===== src/rtl/i2cr_pkg.sv =====
package i2cr_pkg;
  typedef enum logic [2:0] {
    ST_IDLE,
    ST_ADDR,
    ST_SUB,
    ST_DATA,
    ST_SKIP
  } rx_state_t;

  localparam int BYTE_W = 8;
endpackage


===== src/rtl/i2cr_line_sync.sv =====
module i2cr_line_sync #(
  parameter int SYNC_N = 2
) (
  input  logic clk,
  input  logic rst_n,
  input  logic scl_i,
  input  logic sda_i,
  output logic scl_rise,
  output logic scl_fall,
  output logic start_c,
  output logic stop_c,
  output logic sda_bit
);
  logic [SYNC_N-1:0] scl_sh, sda_sh;
  logic scl_p, sda_p, scl_s, sda_s;

  generate
    if (SYNC_N == 1) begin : g_one
      always_ff @(posedge clk or negedge rst_n) begin
        if (!rst_n) begin
          scl_sh <= '1;
          sda_sh <= '1;
        end else begin
          scl_sh <= scl_i;
          sda_sh <= sda_i;
        end
      end
    end else begin : g_many
      always_ff @(posedge clk or negedge rst_n) begin
        if (!rst_n) begin
          scl_sh <= '1;
          sda_sh <= '1;
        end else begin
          scl_sh <= {scl_sh[SYNC_N-2:0], scl_i};
          sda_sh <= {sda_sh[SYNC_N-2:0], sda_i};
        end
      end
    end
  endgenerate

  assign scl_s = scl_sh[SYNC_N-1];
  assign sda_s = sda_sh[SYNC_N-1];

  always_ff @(posedge clk or negedge rst_n) begin
    if (!rst_n) begin
      scl_p <= 1'b1;
      sda_p <= 1'b1;
    end else begin
      scl_p <= scl_s;
      sda_p <= sda_s;
    end
  end

  assign scl_rise = scl_s & ~scl_p;
  assign scl_fall = ~scl_s & scl_p;
  assign start_c  = scl_s & scl_p & sda_p & ~sda_s;
  assign stop_c   = scl_s & scl_p & ~sda_p & sda_s;
  assign sda_bit  = sda_s;
endmodule


===== src/rtl/i2cr_frame_rx.sv =====
module i2cr_frame_rx
  import i2cr_pkg::*;
#(
  parameter logic [7:0] DEV_ADDR = 8'h80,
  parameter int         IDX_W    = 3
) (
  input  logic             clk,
  input  logic             rst_n,
  input  logic             scl_rise,
  input  logic             scl_fall,
  input  logic             start_c,
  input  logic             stop_c,
  input  logic             sda_bit,
  output logic             ack_oe,
  output logic             wr_valid,
  output logic [IDX_W-1:0] wr_idx,
  output logic [7:0]       wr_data
);
  localparam int          CNT_W = $clog2(BYTE_W + 1);
  localparam logic [CNT_W-1:0] FULL = CNT_W'(BYTE_W);

  rx_state_t          st;
  logic [BYTE_W-1:0]  shreg;
  logic [CNT_W-1:0]   nbits;
  logic               in_ack;
  logic [IDX_W-1:0]   ptr;
  logic               listening;

  assign listening = (st == ST_ADDR) || (st == ST_SUB) || (st == ST_DATA);

  always_ff @(posedge clk or negedge rst_n) begin
    if (!rst_n) begin
      st       <= ST_IDLE;
      shreg    <= '0;
      nbits    <= '0;
      in_ack   <= 1'b0;
      ptr      <= '0;
      ack_oe   <= 1'b0;
      wr_valid <= 1'b0;
      wr_idx   <= '0;
      wr_data  <= '0;
    end else begin
      wr_valid <= 1'b0;
      if (start_c) begin
        st     <= ST_ADDR;
        nbits  <= '0;
        in_ack <= 1'b0;
        ack_oe <= 1'b0;
      end else if (stop_c) begin
        st     <= ST_IDLE;
        nbits  <= '0;
        in_ack <= 1'b0;
        ack_oe <= 1'b0;
      end else if (listening) begin
        if (scl_rise && !in_ack && nbits != FULL) begin
          shreg <= {shreg[BYTE_W-2:0], sda_bit};
          nbits <= nbits + 1'b1;
        end
        if (scl_fall) begin
          if (in_ack) begin
            in_ack <= 1'b0;
            ack_oe <= 1'b0;
            nbits  <= '0;
          end else if (nbits == FULL) begin
            in_ack <= 1'b1;
            unique case (st)
              ST_ADDR: begin
                if (shreg == DEV_ADDR) begin
                  ack_oe <= 1'b1;
                  st     <= ST_SUB;
                end else begin
                  st <= ST_SKIP;
                end
              end
              ST_SUB: begin
                ack_oe <= 1'b1;
                ptr    <= shreg[IDX_W-1:0];
                st     <= ST_DATA;
              end
              ST_DATA: begin
                ack_oe   <= 1'b1;
                wr_valid <= 1'b1;
                wr_idx   <= ptr;
                wr_data  <= shreg;
                ptr      <= ptr + 1'b1;
              end
              default: st <= ST_IDLE;
            endcase
          end
        end
      end
    end
  end
endmodule


===== src/rtl/i2cr_regbank.sv =====
module i2cr_regbank #(
  parameter int IDX_W    = 3,
  parameter int MUTE_BIT = 3
) (
  input  logic                      clk,
  input  logic                      rst_n,
  input  logic                      wr_valid,
  input  logic [IDX_W-1:0]          wr_idx,
  input  logic [7:0]                wr_data,
  output logic [(1<<IDX_W)*8-1:0]   regs_flat
);
  localparam int NREG = 1 << IDX_W;

  generate
    for (genvar g = 0; g < NREG; g++) begin : g_reg
      localparam logic [7:0] RST_V = (g == NREG - 1) ? (8'(1) << MUTE_BIT) : 8'h00;
      logic [7:0] r;
      always_ff @(posedge clk or negedge rst_n) begin
        if (!rst_n)
          r <= RST_V;
        else if (wr_valid && wr_idx == IDX_W'(g))
          r <= wr_data;
      end
      assign regs_flat[g*8 +: 8] = r;
    end
  endgenerate
endmodule


===== src/rtl/i2c_regmap_slave.sv =====
module i2c_regmap_slave #(
  parameter logic [7:0] DEV_ADDR = 8'h80,
  parameter int         IDX_W    = 3,
  parameter int         MUTE_BIT = 3,
  parameter int         SYNC_N   = 2
) (
  input  logic                    clk,
  input  logic                    rst_n,
  input  logic                    scl_i,
  input  logic                    sda_i,
  output logic                    sda_pull,
  output logic                    wr_valid,
  output logic [IDX_W-1:0]        wr_idx,
  output logic [7:0]              wr_data,
  output logic [(1<<IDX_W)*8-1:0] regs_flat
);
  logic scl_rise, scl_fall, start_c, stop_c, sda_bit;

  i2cr_line_sync #(.SYNC_N(SYNC_N)) u_sync (
    .clk      (clk),
    .rst_n    (rst_n),
    .scl_i    (scl_i),
    .sda_i    (sda_i),
    .scl_rise (scl_rise),
    .scl_fall (scl_fall),
    .start_c  (start_c),
    .stop_c   (stop_c),
    .sda_bit  (sda_bit)
  );

  i2cr_frame_rx #(.DEV_ADDR(DEV_ADDR), .IDX_W(IDX_W)) u_rx (
    .clk      (clk),
    .rst_n    (rst_n),
    .scl_rise (scl_rise),
    .scl_fall (scl_fall),
    .start_c  (start_c),
    .stop_c   (stop_c),
    .sda_bit  (sda_bit),
    .ack_oe   (sda_pull),
    .wr_valid (wr_valid),
    .wr_idx   (wr_idx),
    .wr_data  (wr_data)
  );

  i2cr_regbank #(.IDX_W(IDX_W), .MUTE_BIT(MUTE_BIT)) u_bank (
    .clk       (clk),
    .rst_n     (rst_n),
    .wr_valid  (wr_valid),
    .wr_idx    (wr_idx),
    .wr_data   (wr_data),
    .regs_flat (regs_flat)
  );
endmodule


===== config.mk =====
export PLATFORM = sky130hd
export DESIGN_NAME = i2c_regmap_slave
export DESIGN_NICKNAME = d
export VERILOG_FILES = /design/src/rtl/i2cr_pkg.sv /design/src/rtl/i2cr_line_sync.sv /design/src/rtl/i2cr_frame_rx.sv /design/src/rtl/i2cr_regbank.sv /design/src/rtl/i2c_regmap_slave.sv
export SDC_FILE = /design/constraint.sdc
export NUM_CORES = 1
export LEC_CHECK = 0
export BUFFER_PORTS_ARGS = -buffer_cell sky130_fd_sc_hd__buf_2
export CAP_MARGIN = 20
export CORE_MARGIN = 2
export CORE_UTILIZATION = 59
export DETAILED_ROUTE_END_ITERATION = 8
export GPL_TIMING_DRIVEN = 0
export PLACE_DENSITY = 0.95
export SYNTH_ARGS = -nofsm -noshare
export SYNTH_HDL_FRONTEND = slang
export SYNTH_SLANG_ARGS = --single-unit
export TNS_END_PERCENT = 30

===== constraint.sdc =====
create_clock -name clk -period 5.8 [get_ports clk]
set_input_delay 0.58 -clock clk [delete_from_list [all_inputs] [get_ports clk]]
set_output_delay 0.58 -clock clk [all_outputs]
set_load 0.005 [all_outputs]

# After elaboration in Yosys (flattened, before gate mapping)
# Index checks and enable logic that the tools add are counted.
# word_totals
input_bits,4
mem_count,0
register_bits,102
out_inout_bits,77
wordCells,116
rom_bits,0
mem_bits_rw,0
latch_bits,0
# op_classes
order_cmp,0
bitwise_logic,14
muxes,36
multipliers,0
n_div,0
n_shift,0
eq_ne,16
reduce_logical,27
add_sub_neg,2
# op_table
operator,count
two-way mux 4 bit,6
two-way mux 3 bit,7
two-way mux 1 bit,20
AND reduction 7 bit,2
equality test 3 x 2 -> 1 bit (second input constant),4
equality test 3 bit (second input constant),4
logical AND 1 bit,10
AND reduction 5 bit,2
case mux 3 bit (3 select lines),1
nonzero test 3 bit,3
equality test 8 bit (second input constant),1
bitwise AND 1 bit,7
NOT 1 bit,7
equality test 3 x 1 -> 1 bit (second input constant),2
!= test 3 bit (second input constant),2
case mux 3 bit (2 select lines),1
!= test 5 x 4 -> 1 bit (second input constant),1
nonzero test 5 bit,1
adder 4 x 1 -> 4 bit (second input constant),1
equality test 4 bit (second input constant),1
!= test 4 bit (second input constant),1
AND reduction 4 bit,1
nonzero test 4 bit,1
adder 3 x 1 -> 3 bit (second input constant),1
7 further kinds,8

# Depth between registers and ports, before layout
# Gate-level depths: netlist of run 1.
# logic_depth
depth_word,10
mapped_depth,7
depth_no_buf,6

# Hierarchy
# From an unflattened synthesis of run 1, not the netlist that was laid out.
# unflattened
cells_unflattened,270
hier_area_um2,4103.9
# by_module_without_submodules
mod,cells_per_inst,instances,seq_area_each_um2,area_each_um2
i2cr_regbank,143,1,1602.8,2453.6
i2cr_frame_rx,117,1,800.8,1460.2
i2cr_line_sync,10,1,157.7,190.2

# Worst setup path before layout of run 1
# Ideal clock, no wire load.
# synth_timing
path_kind,reg2reg
from,register u_rx.nbits[0]
to,register u_rx.wr_data[0]
period_less_slack_ns,1.896
setup_ns,0.125
required_ns,5.675
setup_slack_ns,3.904
n_path_buf,1
path_stages_with_launch,8
arrival_time_ns,1.771
path_cell_list,dfrtp_1 -> inv_1 -> ha_1 -> nand3b_4 -> or3_1 -> or2_4 -> buf_6 -> mux2_4
# synth_between
elab_chain_cells,2
# synth_rtl
element,line_no,text
"start, declared",i2cr_frame_rx.sv:24,logic [CNT_W-1:0] nbits;
"start signal, assigned",i2cr_frame_rx.sv:57,nbits <= nbits + 1'b1;
equality test 4 bit,i2cr_frame_rx.sv:64,end else if (nbits == FULL) begin
AND reduction 7 bit (no line),n/a,
"end signal, assigned",i2cr_frame_rx.sv:84,wr_data <= shreg;
"end, declared",i2cr_frame_rx.sv:17,output logic [7:0] wr_data
# Every way passes these cells.
# A chain may end at the register's enable or synchronous reset.

# Final worst setup path of run 1
# layout_timing
from,register u_rx.nbits[0]
to,register u_rx.wr_data[3]
# The elaborated chain is that of the path after synthesis.

==> results of run 1 <==
cell type report:
cell class / instances / area [µm²]
buffer: 7 / 33.8
clock buffer: 9 / 124
clock inverter: 7 / 80.1
fill: 426 / 1930
inverter: 6 / 22.5
multi-input combinational: 157 / 1480
sequential: 102 / 2560
tap: 80 / 100
timing repair buffer: 81 / 423
Yosys cell counts (all sizes together), types with 2 or more instances:
library cell and instances:
a211o 2, a21oi 4, clkbuf 6, dfrtp 95, dfstp 7, ha 3
inv 6, mux2 83, mux2i 2, nand2 5, nand2b 4, nand3 3
nand3b 2, nand4 2, nand4b 3, nor2 11, nor3 4, nor3b 4
nor4 3, o21ai 5, or4 2, xnor2 2, xor2 2
per-layer routing:
metal | track usage [%] | vias up | share of wire, %
met1 | 30.4 | 1291 | 40
met2 | 41.9 | 105 | 52
met5 | 0 | - | 0
met4 | 10.9 | 0 | 2.0
met3 | 4.45 | 18 | 5.6
li1 | - | 1162 | -
kinds of logic (layout without fill, tap and decap cells):
kind of cell	count (synthesis)	count (layout)	synth area share (%)
AND/OR/NAND/NOR	47	47	7.36
buffers and inverters	13	110	1.37
XOR/XNOR	4	4	0.855
multiplexers	85	85	24.1
AO/OA/AOI/OAI	18	18	2.87
flip-flops	102	102	62.5
adder cells (fa/ha/maj)	3	3	0.916
state kept, by name, indices dropped and copies added, names as in the netlist:
register       flops
u_bank.g.r        64
u_rx.ack_oe        1
u_rx.in_ack        1
u_rx.nbits         4
u_rx.ptr           3
u_rx.shreg         8
u_rx.st            3
u_rx.wr_data       8
u_rx.wr_idx        3
u_rx.wr_valid      1
u_sync.scl_p       1
u_sync.scl_sh      2
u_sync.sda_p       1
u_sync.sda_sh      2
where the power goes:
| part | total (mW) | switching [mW] | internal (mW) |
|---|---|---|---|
| Sequential | 0.718 | 0.00261 | 0.715 |
| Clock | 0.457 | 0.252 | 0.205 |
| Combinational | 0.0225 | 0.0175 | 0.00503 |
| Total | 1.20 | 0.272 | 0.925 |
how the worst max path moves through the flow:
stage,end,slack [ns],cells after the start
after floorplan,u_rx.wr_data[0]$_DFFE_PN0P_,3.90,7
after global placement,u_rx.nbits[3]$_DFFE_PN0P_,3.23,1
after detailed placement,u_rx.wr_data[6]$_DFFE_PN0P_,3.75,7
after CTS,u_rx.wr_data[3]$_DFFE_PN0P_,3.73,7
after global routing,u_rx.wr_data[3]$_DFFE_PN0P_,3.62,7
final,u_rx.wr_data[3]$_DFFE_PN0P_,3.75,7
stage by stage:
step | total power, mW | area [µm²] | cells | setup WS (ns) | util [%]
final | 1.20 | 4820 | 449 | 3.75 | 71.4
after detailed placement | 0.755 | 4620 | 433 | 3.75 | 68.4
after global placement | 0.752 | 4600 | 432 | 3.23 | 68.1
after CTS | 1.20 | 4820 | 449 | 3.73 | 71.4
after global routing | 1.24 | 4820 | 449 | 3.62 | 71.4
after floorplan | 0.736 | 4100 | 272 | 3.90 | -
==> results.json, run 1 <==
{
  "clkTransAtPathRegs_ns": 0.09,
  "finalWirelength_mm": 8.60,
  "drt-initial-drc-count": 166,
  "place_hpwl_mm": 5.95,
  "async_reset_ff_share_pct": 100,
  "cts_tree": "done",
  "yosys_warnings": 0,
  "slowest_stage": "dfrtp_1",
  "rr_worst_depth": 7,
  "start_util_pct": 60.6,
  "p_leak_nw": 2.66,
  "num_rows": 30,
  "period_minus_slack_ns": 2.05,
  "synth_area_leaders": "dfrtp_1 (58%), mux2_2 (20%), dfstp_2 (4.5%), mux2_4 (3.3%), nor2_1 (1.0%)",
  "relSlewSlack_pct": 50.8,
  "clkLatencyLatePin_ns": 0.37,
  "layout_common_cells": "dfrtp_1 (95), buf_2 (79), mux2_2 (74), nor2_1 (11)",
  "yosys.area.top_type": "dfrtp_1",
  "cts_root_buffer": "clkbuf_8",
  "cp_max_fo": 10,
  "powerDensity_nw_per_um2": 248,
  "setup_viol": 0,
  "cts_resized": 0,
  "fp.dieH_um": 87.3,
  "status": "completed",
  "ys_seq_area_share_pct": 62.5,
  "r2r-start": "u_rx.nbits[0]$_DFFE_PN0P_",
  "crit_chain": "inv_1 > ha_1 > nand3b_4 > or3_1 > or2_4 > buf_6 > mux2_4",
  "cts_made_buffers": 9,
  "die_area_um2": 7630,
  "synth_top_area_share_pct": 58.0,
  "r2r_slack_ns": 3.75,
  "grt_overflow": 0,
  "crit_type": "reg2reg",
  "grt_pass1_wl_mm": 14.0,
  "core_um2": 6760,
  "cts_setup_buffers": 0,
  "tightestPinTransition_ns": 0.738,
  "num_antenna_cells": 0,
  "grt_start_max_net_pins": 61,
  "timing.setup.tns_ns": 0,
  "r2r-end": "u_rx.wr_data[3]$_DFFE_PN0P_",
  "crit_arrival_ns": 2.30,
  "track_usage_pct": 24.5,
  "boundaryPins": 81,
  "clock_path_buffers": 2,
  "syn2layout_area_growth_pct": 17.7,
  "hold_viol_final": 0,
  "skew_ns": 0.0136,
  "rsz0062_at_grt": "no",
  "cts_sinks": 102,
  "ctsHoldBuffers": 0,
  "syn-mean-instance-area_um2": 15.1,
  "routedWlPerCell_um": 19.2,
  "finalNetCount": 371,
  "cpPeakStageDelay_ns": 0.41,
  "via_per_inst": 5.74,
  "maxCapViolCount": 0,
  "syn_area_um2": 4100,
  "path_buf_inv": 2,
  "antenna_found_initial": 0,
  "synth_ff_type": "dfrtp_1",
  "path_delay_family": "simple AND/OR/NAND/NOR gates",
  "startpoint": "u_rx.nbits[0]$_DFFE_PN0P_",
  "end_kind": "flip-flop",
  "routed-via-count": 2576,
  "htree_levels": 3,
  "crit_path_start_kind": "flip-flop",
  "remaining_drc_errors": 0,
  "drive_gt1_share_pct": 52.8,
  "portBuffers": 80,
  "synth.distinct_cells": 39,
  "synth_edf_count": 0,
  "grt_pass1_vias": 2712,
  "fmax_mhz": 487,
  "crit_required_ns": 6.05,
  "vdd_drop_max_uv": 188,
  "dr.pass1.iters": 4,
  "ant_nets": 0,
  "place_congestion": 0.765,
  "synth_seq_cells": 102,
  "drv_slew": 0,
  "postSynthCellCount": 272,
  "die_w_um": 87.3,
  "post-route-period-util_pct": 35.4,
  "hp-class": "in2async",
  "syn_nets": 279,
  "final_common_cell": "dfrtp_1",
  "whs_ns": 0.273
}
Power figures use the tool's default switching activity.
==> run 2, diff against run 1 <==
--- a/config.mk
+++ b/config.mk
@@ -5,13 +5,14 @@
 export SDC_FILE = /design/constraint.sdc
 export NUM_CORES = 1
 export LEC_CHECK = 0
+export ABC_AREA = 1
 export BUFFER_PORTS_ARGS = -buffer_cell sky130_fd_sc_hd__buf_2
 export CAP_MARGIN = 20
 export CORE_MARGIN = 2
-export CORE_UTILIZATION = 59
+export CORE_UTILIZATION = 54
 export DETAILED_ROUTE_END_ITERATION = 8
 export GPL_TIMING_DRIVEN = 0
-export PLACE_DENSITY = 0.95
+export PLACE_DENSITY = 0.89
 export SYNTH_ARGS = -nofsm -noshare
 export SYNTH_HDL_FRONTEND = slang
 export SYNTH_SLANG_ARGS = --single-unit
==> constraint.sdc (replaced) <==
create_clock -name clk -period 1.9 [get_ports clk]
set_input_delay 0.19 -clock clk [delete_from_list [all_inputs] [get_ports clk]]
set_output_delay 0.19 -clock clk [all_outputs]
set_load 0.005 [all_outputs]
==> results.json, run 2 <==
{
  "crit_end": "u_rx.nbits[0]$_DFFE_PN0P_",
  "p_leak_nw": 2.50,
  "core_um2": 7250,
  "skew_ns": 0.0208,
  "clkTransAtPathRegs_ns": 0.11,
  "r2r-end": "u_rx.nbits[0]$_DFFE_PN0P_",
  "cts_made_buffers": 9,
  "synth_ff_type": "dfrtp_1",
  "utilization_pct": 66.3,
  "place_inst": 598,
  "largest_reg_flops": 64,
  "maxCapViolCount": 0,
  "start_util_pct": 55.6,
  "crit_path_start_kind": "flip-flop",
  "yosys_warnings": 0,
  "remaining_drc_errors": 0,
  "powerDensity_nw_per_um2": 761,
  "crit_required_ns": 2.16,
  "routed-via-count": 3279,
  "finalPower_mw": 3.66,
  "cts_setup_buffers": 0,
  "fp.dieH_um": 90.4,
  "top_register": "u_bank.g.r",
  "place_hpwl_mm": 6.50,
  "cp_max_fo": 10,
  "synth_edf_count": 0,
  "async_reset_ff_share_pct": 100,
  "drive_gt1_share_pct": 25.5,
  "fin_cells": 617,
  "layout_common_cells": "nand2_1 (120), dfrtp_1 (95), buf_2 (86), o21ai_0 (75), inv_1 (36)",
  "yosys.area.top_type": "dfrtp_1",
  "ys_top_cells_by_count": "nand2_1 (120), dfrtp_1 (95), o21ai_0 (75)",
  "end_kind": "flip-flop",
  "routedWlPerCell_um": 14.6,
  "vdd_drop_max_uv": 438,
  "cts_root_buffer": "clkbuf_8",
  "synth.distinct_cells": 25,
  "crit_arrival_ns": 1.82,
  "period_minus_slack_ns": 1.56,
  "synth_top_area_share_pct": 59.0,
  "ant_nets": 0,
  "die_w_um": 90.4,
  "dr.pass1.iters": 5,
  "hp-class": "in2async",
  "place_congestion": 0.816,
  "track_usage_pct": 23.3,
  "drt-initial-drc-count": 197,
  "htree_levels": 3,
  "grt_start_max_net_pins": 70,
  "relSlewSlack_pct": 70.9,
  "clkLatencyLatePin_ns": 0.37,
  "finalNetCount": 520,
  "setup_viol": 0,
  "startpoint": "u_rx.nbits[0]$_DFFE_PN0P_",
  "fillers": 568,
  "post-route-period-util_pct": 81.9,
  "synth_area_leaders": "dfrtp_1 (59%), nand2_1 (11%), o21ai_0 (9.3%), dfstp_2 (4.6%), inv_1 (3.4%)",
  "yosysMostFrequentCell": "nand2_1",
  "finalWirelength_mm": 9.01,
  "num_antenna_cells": 0,
  "die_area_um2": 8170,
  "grt_overflow": 0,
  "grt_pass1_wl_mm": 15.1,
  "syn_area_um2": 4030,
  "num_rows": 31,
  "top_regs": "u_bank.g.r (64), u_rx.shreg (8), u_rx.wr_data (8)",
  "rsz0062_at_grt": "no",
  "syn-mean-instance-area_um2": 9.64,
  "clock_path_buffers": 2,
  "tightestPinTransition_ns": 0.436,
  "via_per_inst": 5.31,
  "synth_seq_cells": 102,
  "postSynthCellCount": 418,
  "fmax_mhz": 643,
  "r2r_slack_ns": 0.34,
  "portBuffers": 80,
  "status": "completed",
  "rr_worst_depth": 9,
  "drv_slew": 0,
  "antenna_found_initial": 0,
  "grt_pass1_vias": 3176,
  "cts_sinks": 102,
  "syn_nets": 425,
  "hold_viol_final": 0,
  "cts_tree": "done",
  "r2r-start": "u_rx.nbits[0]$_DFFE_PN0P_",
  "syn2layout_area_growth_pct": 19.2,
  "crit_type": "reg2reg",
  "final_common_cell": "nand2_1",
  "ys_seq_area_share_pct": 63.5,
  "boundaryPins": 81
}
run 2: cells by family after synthesis:
kind of cell / Yosys count / share of synthesized area [%]
AO/OA/AOI/OAI: 95 / 12.7
XOR/XNOR: 2 / 0.435
adder cells (fa/ha/maj): 3 / 0.931
buffers and inverters: 50 / 5.43
flip-flops: 102 / 63.5
AND/OR/NAND/NOR: 166 / 17.0
run 2: worst max-delay path, cell delays in order, from the launching register on:
cell	delay, ns
dfrtp_1	0.43
inv_1	0.08
ha_1	0.16
nand2_1	0.07
nor2_2	0.15
nor2_1	0.08
nand2_2	0.11
buf_6	0.15
xor2_1	0.17
nor2_1	0.06
run 2: how the worst min path moves through the flow:
stage                      from                                to  slack (ns)
after floorplan           rst_n  u_bank.g_reg[0].r[0]$_DFFE_PN0P_       -0.11
after global placement    sda_i        u_sync.sda_sh[0]$_DFF_PN1_        0.30
after detailed placement  rst_n  u_bank.g_reg[6].r[3]$_DFFE_PN0P_        0.16
after CTS                 rst_n  u_bank.g_reg[6].r[3]$_DFFE_PN0P_        0.30
after global routing      rst_n  u_bank.g_reg[6].r[3]$_DFFE_PN0P_        0.33
final                     rst_n  u_bank.g_reg[6].r[3]$_DFFE_PN0P_        0.31
run 2: metrics by stage:
stage | instance area (µm²) | setup TNS (ns) | setup WS [ns] | hold slack [ns]
6_report | 4810 | 0 | 0.344 | 0.309
3_5_place_dp | 4590 | 0 | 0.345 | 0.160
3_3_place_gp | 4560 | -27.23 | -0.290 | 0.296
5_1_grt | 4810 | 0 | 0.136 | 0.328
2_1_floorplan | 4030 | 0 | 0.520 | -0.106
4_1_cts | 4810 | 0 | 0.322 | 0.303
run 2: layout make-up:
class	count	area (µm²)	share of cell area (%)
buffer	11	72.6	1.51
sequential	102	2560	53.3
inverter	39	146	3.05
tap	99	124	2.58
timing repair buffer	84	460	9.58
multi-input combinational	266	1250	26.0
clock buffer	9	124	2.58
clock inverter	7	66.3	1.38
run 2: repair_timing:
item	in CTS	in global routing
hold endpoints to repair	35	0
hold buffers	3	0
gates resized for setup	0	0
endpoints found under the setup margin	0	0
run 2: power by group:
part           total [mW]  leakage (nW)  internal, mW  switching, mW
clock                1.30        0.0953         0.508          0.791
sequential           2.22          1.40          2.20         0.0201
combinational       0.141          1.01        0.0432         0.0977
total                3.66          2.50          2.75          0.909
run 2: routing by layer:
metal / vias up / GRT usage (%) / part of all wire (%)
met5: - / 0 / 0
met4: 0 / 8.08 / 2.4
met3: 22 / 5.43 / 7.2
met2: 141 / 39.3 / 50
met1: 1576 / 29.7 / 40
li1: 1540 / - / -
